[src/rtl/fa_lru_tags.sv]
module fa_lru_tags #(
  parameter int N     = 16,
  parameter int BASE  = 2,
  parameter int TAG_W = 12,
  parameter int CNT_W = 16,
  localparam int IDX_W = $clog2(N),
  localparam int NS    = $clog2(N) - $clog2(BASE)
) (
  input  logic                          clk,
  input  logic                          rst_n,
  input  logic                          req_valid,
  output logic                          req_ready,
  input  logic [TAG_W-1:0]              req_tag,
  output logic                          rsp_valid,
  output logic                          rsp_hit,
  output logic [NS-1:0]                 rsp_mask,
  output logic [IDX_W-1:0]              rsp_way,
  output logic [NS:0][CNT_W-1:0]        hit_cnt,
  output logic [NS:0][CNT_W-1:0]        miss_cnt,
  output logic [CNT_W-1:0]              repl_cnt,
  output logic [IDX_W:0]                in_use,
  output logic                          warm
);

  logic [TAG_W-1:0] tag_q  [N];
  logic [IDX_W-1:0] rank_q [N];
  logic [N-1:0]     vld_q;

  logic             hit;
  logic [IDX_W-1:0] hit_idx, tail_idx, sel;
  logic [IDX_W-1:0] sel_rank;
  logic [NS-1:0]    sel_mask;
  logic             fire;

  assign req_ready = rst_n;
  assign fire      = req_valid && req_ready;

  always_comb begin
    hit      = 1'b0;
    hit_idx  = '0;
    tail_idx = '0;
    for (int k = 0; k < N; k++) begin
      if (vld_q[k] && tag_q[k] == req_tag) begin
        hit     = 1'b1;
        hit_idx = IDX_W'(k);
      end
      if (rank_q[k] == IDX_W'(N - 1)) tail_idx = IDX_W'(k);
    end
  end

  assign sel      = hit ? hit_idx : tail_idx;
  assign sel_rank = rank_q[sel];

  always_comb
    for (int i = 0; i < NS; i++)
      sel_mask[i] = hit && (int'(sel_rank) < (BASE << i));

  always_ff @(posedge clk) begin
    if (!rst_n) begin
      for (int k = 0; k < N; k++) begin
        tag_q[k]  <= '0;
        rank_q[k] <= IDX_W'(k);
      end
      vld_q     <= '0;
      hit_cnt   <= '0;
      miss_cnt  <= '0;
      repl_cnt  <= '0;
      in_use    <= '0;
      warm      <= 1'b0;
      rsp_valid <= 1'b0;
      rsp_hit   <= 1'b0;
      rsp_mask  <= '0;
      rsp_way   <= '0;
    end else begin
      rsp_valid <= fire;
      if (fire) begin
        rsp_hit  <= hit;
        rsp_mask <= sel_mask;
        rsp_way  <= sel;
        for (int k = 0; k < N; k++) begin
          if (IDX_W'(k) == sel)             rank_q[k] <= '0;
          else if (rank_q[k] < sel_rank)    rank_q[k] <= rank_q[k] + 1'b1;
        end
        for (int i = 0; i < NS; i++) begin
          if (sel_mask[i]) hit_cnt[i]  <= hit_cnt[i] + 1'b1;
          else             miss_cnt[i] <= miss_cnt[i] + 1'b1;
        end
        if (hit) hit_cnt[NS]  <= hit_cnt[NS] + 1'b1;
        else     miss_cnt[NS] <= miss_cnt[NS] + 1'b1;
        if (!hit) begin
          tag_q[sel] <= req_tag;
          vld_q[sel] <= 1'b1;
          if (vld_q[sel]) repl_cnt <= repl_cnt + 1'b1;
          else begin
            in_use <= in_use + 1'b1;
            if (in_use == (IDX_W+1)'(N - 1)) warm <= 1'b1;
          end
        end
      end
    end
  end

endmodule

[config.mk]
export PLATFORM = sky130hd
export DESIGN_NAME = fa_lru_tags
export DESIGN_NICKNAME = d
export VERILOG_FILES = /design/src/rtl/fa_lru_tags.sv
export SDC_FILE = /design/constraint.sdc
export NUM_CORES = 1
export LEC_CHECK = 0
export BUFFER_PORTS_ARGS = -buffer_cell sky130_fd_sc_hd__buf_2
export CORE_UTILIZATION = 65
export DETAILED_ROUTE_END_ITERATION = 8
export GPL_ROUTABILITY_DRIVEN = 0
export PLACE_DENSITY = 0.91
export SYNTH_ARGS = -nofsm -noshare
export SYNTH_HDL_FRONTEND = slang
export SYNTH_SLANG_ARGS = --single-unit
[constraint.sdc]
create_clock -name clk -period 14.23 [get_ports clk]
set_input_delay 1.423 -clock clk [delete_from_list [all_inputs] [get_ports clk]]
set_output_delay 1.423 -clock clk [all_outputs]
set_load 0.02 [all_outputs]
== Yosys cells after proc, flatten, opt, wreduce, memory -nomap -nowiden ==
Memories as Yosys holds them, arrays and structs flattened.
Cells that the tools add are included.
Word-level totals
  register bits: 175
  input port bits: 15
  memories kept: 2
  bits in writable memories: 256
Memories
  tag_q: depth 16, width 12, read ports 16, clocked after Yosys merged registers in 0, write ports 16, RTL line 25  | logic [TAG_W-1:0] tag_q [N];
  rank_q: depth 16, width 4, read ports 17, clocked after Yosys merged registers in 0, write ports 16, RTL line 26  | logic [IDX_W-1:0] rank_q [N];
Operators by class
  reductions and logical operators: 34
  bitwise operators: 38
  add/sub/neg operators: 26
  equality and inequality tests: 47
  mux-type cells: 235
  order comparisons: 21
Operators with widths (count)
  $mux 4: 62
  $eq 12x12->1: 16
  $mux 1: 170
  $add 16x1->16 const B: 9
  $add 4x1->4 const B: 16
  $lt 4x4->1: 16
  $eq 4x4->1 const B: 15
  $eq 4x4->1 const A: 8
  $or 1x1->1: 32
  $logic_and 1x1->1: 21
  $eq 3x4->1 const A: 4
  $or 16x16->16: 1
  $reduce_and 2->1: 8
  $mux 12: 1
  $reduce_or 12->1: 1
  $eq 2x4->1 const A: 2
  $reduce_and 3->1: 2
  $add 5x1->5 const B: 1
  $eq 5x4->1 const B: 1
  $lt 4x5->1 const B: 1
  $not 1->1: 5
  $bmux 1 s4: 1
  $demux 1 s4: 1
  $eq 1x4->1 const A: 1
  6 further kinds: 6

== Logic depth before layout (Yosys ltp) ==
An unclocked memory read counts as a cell.
  word-level depth: 28
  mapped depth: 23
  depth with buffers taken out: 18

== Worst setup path before layout ==
No wires, ideal clock.
  path kind: input to register
  start point: input port req_tag[10]
  end point: memory rank_q[13][0] in the netlist's numbering, enable pin
  data arrival time: 5.981 ns
  data required time: 13.880 ns
  cell stages on the path: 21
  setup slack: 7.898 ns
  path through: buf_2 > buf_6 > xnor2_1 > nand3_1 > or4_1 > and4_1 > clkbuf_2 > and4_4 > or4_4 > and2_4 > buf_6 > mux2_4 > o211ai_2 > nand2_1 > ha_1 > o21a_1 > nor2_1 > inv_1 > a21oi_1 > o32ai_2 > a41oi_1
RTL lines
  start: declaration: RTL line 13  | input logic [TAG_W-1:0] req_tag,
  end: declaration: RTL line 26

==> run summary <==
===========================================================================================
Logic depth of the worst register-to-register path                                       17
Synthesis Warnings                                                                        0
Number of global-route vias before repair                                             19.7k
Pre-Repair DR Iteration Count                                                             7
TNS Setup                                                                              0 ns
Proportion of synthesized chip area in sequential cells                               46.8%
Number of design-rule violations left by the first detailed-router iteration          2,469
End of the worst register-to-register path                                     rank_q[13][1]$_SDFFCE_PN0P_
Worst-path clk slew                                                                 0.06 ns
Sort of element at the end of the critical path                                    register
Number of fillers in the final layout                                                 2,203
Non-filler cells, final                                                               3,008
Minimum hold slack                                                                 0.463 ns
Netlist area before placement                                                    23,900 µm²
Area enclosed by the die boundary                                                37,500 µm²
Count of input and output buffers                                                       174
Total power of the final layout                                                   0.00662 W
Clock tree root buffer cell                                                    sky130_fd_sc_hd__clkbuf_16
Htree depth                                                                               2
Max-cap violations                                                                        0
Max Slew Vio Count                                                                        0
Hold Buf Count CTS                                                                        0
Number of enable flip-flop cells after synthesis                                        256
Startpoint of the worst hold path                                              rsp_mask[2]$_SDFFE_PN0P_
Launching point of the worst reg2reg path                                      tag_q[5][9]$_SDFFCE_PN0P_
Number of setup buffers added after CTS                                                   0
Maximum clock rate                                                                0.116 GHz
ANT cells                                                                                 0
Maximum fanout count along the critical path                                             32
Detail Placement HPWL                                                             41,700 µm
Total setup violations reported at the end of the flow                                    0
Syn_nets                                                                              2,489
Avg Inst Size Synth                                                                9.89 µm²
Global-route wire length before repair                                           104,000 µm
Final hold violations                                                                     0
Most common cell after layout, fill and taps aside                             sky130_fd_sc_hd__edfxtp_1
Maximum count of clock buffers along a single path                                        3
Top library cells by usage in the layout, fill and taps aside                  256 x sky130_fd_sc_hd__edfxtp_1, 235 x sky130_fd_sc_hd__xnor2_1, 199 x sky130_fd_sc_hd__nand2_1
R2R setup slack                                                                     6.75 ns
CP dominant cell by count                                                      sky130_fd_sc_hd__nand4_1
End point of the most critical hold path                                       rsp_mask[2]$_SDFFE_PN0P_
Worst skew pair latency                                                             0.57 ns
Post-route minimum period                                                           8.63 ns
Number of distinct library cells after synthesis                                         93
Total grt overflow                                                                        0
Height of the chip                                                                   194 µm
RSZ-0062 raised after global routing                                                  false
Hold Path Stages                                                                          2
Initial standard-cell utilization of the core                                         66.7%
Count of standard-cell rows                                                              69
Placeable core area                                                              35,800 µm²
Cell count after placement                                                            2,927
Transition time at the pin with the least slew margin                               1.18 ns
Data required time at the worst endpoint                                           14.44 ns
Number of sinks handled by clock tree synthesis                                         431
Number of nets with antenna violations after detailed routing                             0
Number of cells produced by synthesis                                                 2,415
Worst Clk Skew                                                                    0.0227 ns
LEAKAGE                                                                             10.1 nW
Die Wd                                                                               194 µm
Routed via count                                                                      20.3k
Total routing resource utilization after global routing                               34.1%
Ratio of cells with drive above 1 in the final layout                                 13.5%
Share of the cycle needed by the critical path after routing                          60.6%
Worst path cell trace                                                          buf_2 > xnor2_1 > nand4_1 > or4_4 > nor4bb_1 > nand4_1 > or3_1 > and2_4 > and3_1 > o311ai_1 > nand2_1 > ha_1 > o21a_1 > nor2_1 > inv_1 > a21oi_1 > o32ai_2 > a41oi_1
I/O pin count                                                                           175
WS Path Type                                                                   input port to register
Number of CTS-inserted buffers                                                           44
Final Routed Wirelength                                                           65,400 µm
Post-synth ARST share                                                                    0%
Critical Path Start Type                                                         input port
Worst vdd ir                                                                       0.512 mV
Hold crit path type                                                            register to register
Worst slew slack as a fraction of its limit                                           20.5%
Run status                                                                     finished, final reports clean
Biggest cell delay along the critical path                                          1.02 ns
Post-synthesis register bit count                                                       431
DRC                                                                                       0
CP Data Arrival Time                                                                8.83 ns
Syn-to-layout area delta                                                              10.2%
Cell type of the slowest stage on the worst timing path                        sky130_fd_sc_hd__nand4_1
TritonCTS clock tree                                                                   done
Pin count of the biggest net entering global routing                                     92
Pwr Density                                                                      251 nW/µm²
Leading register cell type out of synthesis                                    sky130_fd_sc_hd__edfxtp_1
Number of antenna violations at the first check in global routing                         0
Number of instances resized during post-cts repair                                        0
Post-layout net count                                                                 2,586
Routed length per placed instance                                                   21.7 µm
Routed via count divided by cell count                                                 6.76
===========================================================================================
==> kinds of logic after synthesis <==
kind of cell / synth area share (%)
adders and majority gates: 3.61
DFF: 46.8
and+or+nand+nor: 22.4
AOI/OAI and AO/OA: 11.0
xor gates and xnor gates: 10.2
muxes: 1.82
buffers and inverters: 4.18
==> cell usage after synthesis (34+ instances only) <==
cell type	count	share of area, %
sky130_fd_sc_hd__nor2_1	189	3.0
sky130_fd_sc_hd__dfxtp_1	175	15
sky130_fd_sc_hd__nand3_1	110	2.3
sky130_fd_sc_hd__a21oi_1	76	1.6
sky130_fd_sc_hd__buf_2	45	0.94
sky130_fd_sc_hd__and2_1	132	3.5
sky130_fd_sc_hd__nor3_1	44	0.92
sky130_fd_sc_hd__nand4_1	93	2.4
sky130_fd_sc_hd__o21ai_0	69	1.4
sky130_fd_sc_hd__and3_1	117	3.1
sky130_fd_sc_hd__xnor2_1	235	8.6
sky130_fd_sc_hd__clkbuf_1	94	1.5
sky130_fd_sc_hd__ha_1	59	3.1
sky130_fd_sc_hd__nand2_1	199	3.1
sky130_fd_sc_hd__edfxtp_1	256	32
sky130_fd_sc_hd__xor2_1	42	1.5
sky130_fd_sc_hd__inv_1	41	0.64
sky130_fd_sc_hd__mux2i_1	34	1.4
==> where the power goes <==
group	leakage, nW	internal, W	switching [W]
clock network	0.721	0.000680	0.000486
registers	4.02	0.00163	0.000211
logic	5.31	0.00123	0.00238
==> layer usage <==
layer | part of all wire (%) | routed length (µm) | vias up | track usage (%)
met3 | 12 | 7590 | 328 | 7.18
met5 | 0 | 0 | - | 0
met2 | 47 | 30700 | 1398 | 56.6
met4 | 5.3 | 3450 | 0 | 16.5
li1 | - | - | 8976 | -
met1 | 36 | 23700 | 9630 | 42.4
==> stage by stage <==
stage / area [µm²] / util [%] / setup WS, ns
2_1_floorplan: 23900 / - / 7.90
3_3_place_gp: 24900 / 69.4 / 5.72
3_5_place_dp: 24900 / 69.4 / 5.31
4_1_cts: 26300 / 73.5 / 5.80
5_1_grt: 26300 / 73.5 / 5.27
6_report: 26300 / 73.5 / 5.60
==> worst max path at each step <==
stage	slack [ns]	startpoint	endpoint	cells past startpoint
floorplan	7.90	req_tag[10]	rank_q[13][0]$_SDFFCE_PN1P_	21
finish	5.60	req_tag[11]	rank_q[13][1]$_SDFFCE_PN0P_	18
global route	5.27	req_tag[0]	rank_q[13][1]$_SDFFCE_PN0P_	18
CTS	5.80	req_tag[11]	rank_q[13][1]$_SDFFCE_PN0P_	18
global placement	5.72	req_tag[11]	rank_q[13][0]$_SDFFCE_PN1P_	18
detailed placement	5.31	req_tag[11]	rank_q[13][0]$_SDFFCE_PN1P_	18
==> registers in the layout (all words and copies together), names as in the netlist <==
signal	count
tag_q	192
hit_cnt	64
miss_cnt	64
rank_q	64
repl_cnt	16
vld_q	16
in_use	5
rsp_way	4
rsp_mask	3
rsp_hit	1
rsp_valid	1
warm	1
==> critical path: cells and delay by family <==
family / cells / cell delay [ns]
AOI/OAI and AO/OA: 5 / 1.40
xor gates and xnor gates: 1 / 0.18
adders and majority gates: 1 / 0.58
buffers and inverters: 2 / 0.70
and+or+nand+nor: 9 / 4.53
==> cell type report <==
type                       count  area (µm²)  area share [%]
tap                          461         577            2.19
multi-input combinational   1774       11700            44.6
clock inverter                13         136           0.518
inverter                      43         164           0.622
timing repair buffer         218        1200            4.57
sequential                   431       11200            42.5
clock buffer                  68        1320            5.03
Power figures use the tool's default switching activity.
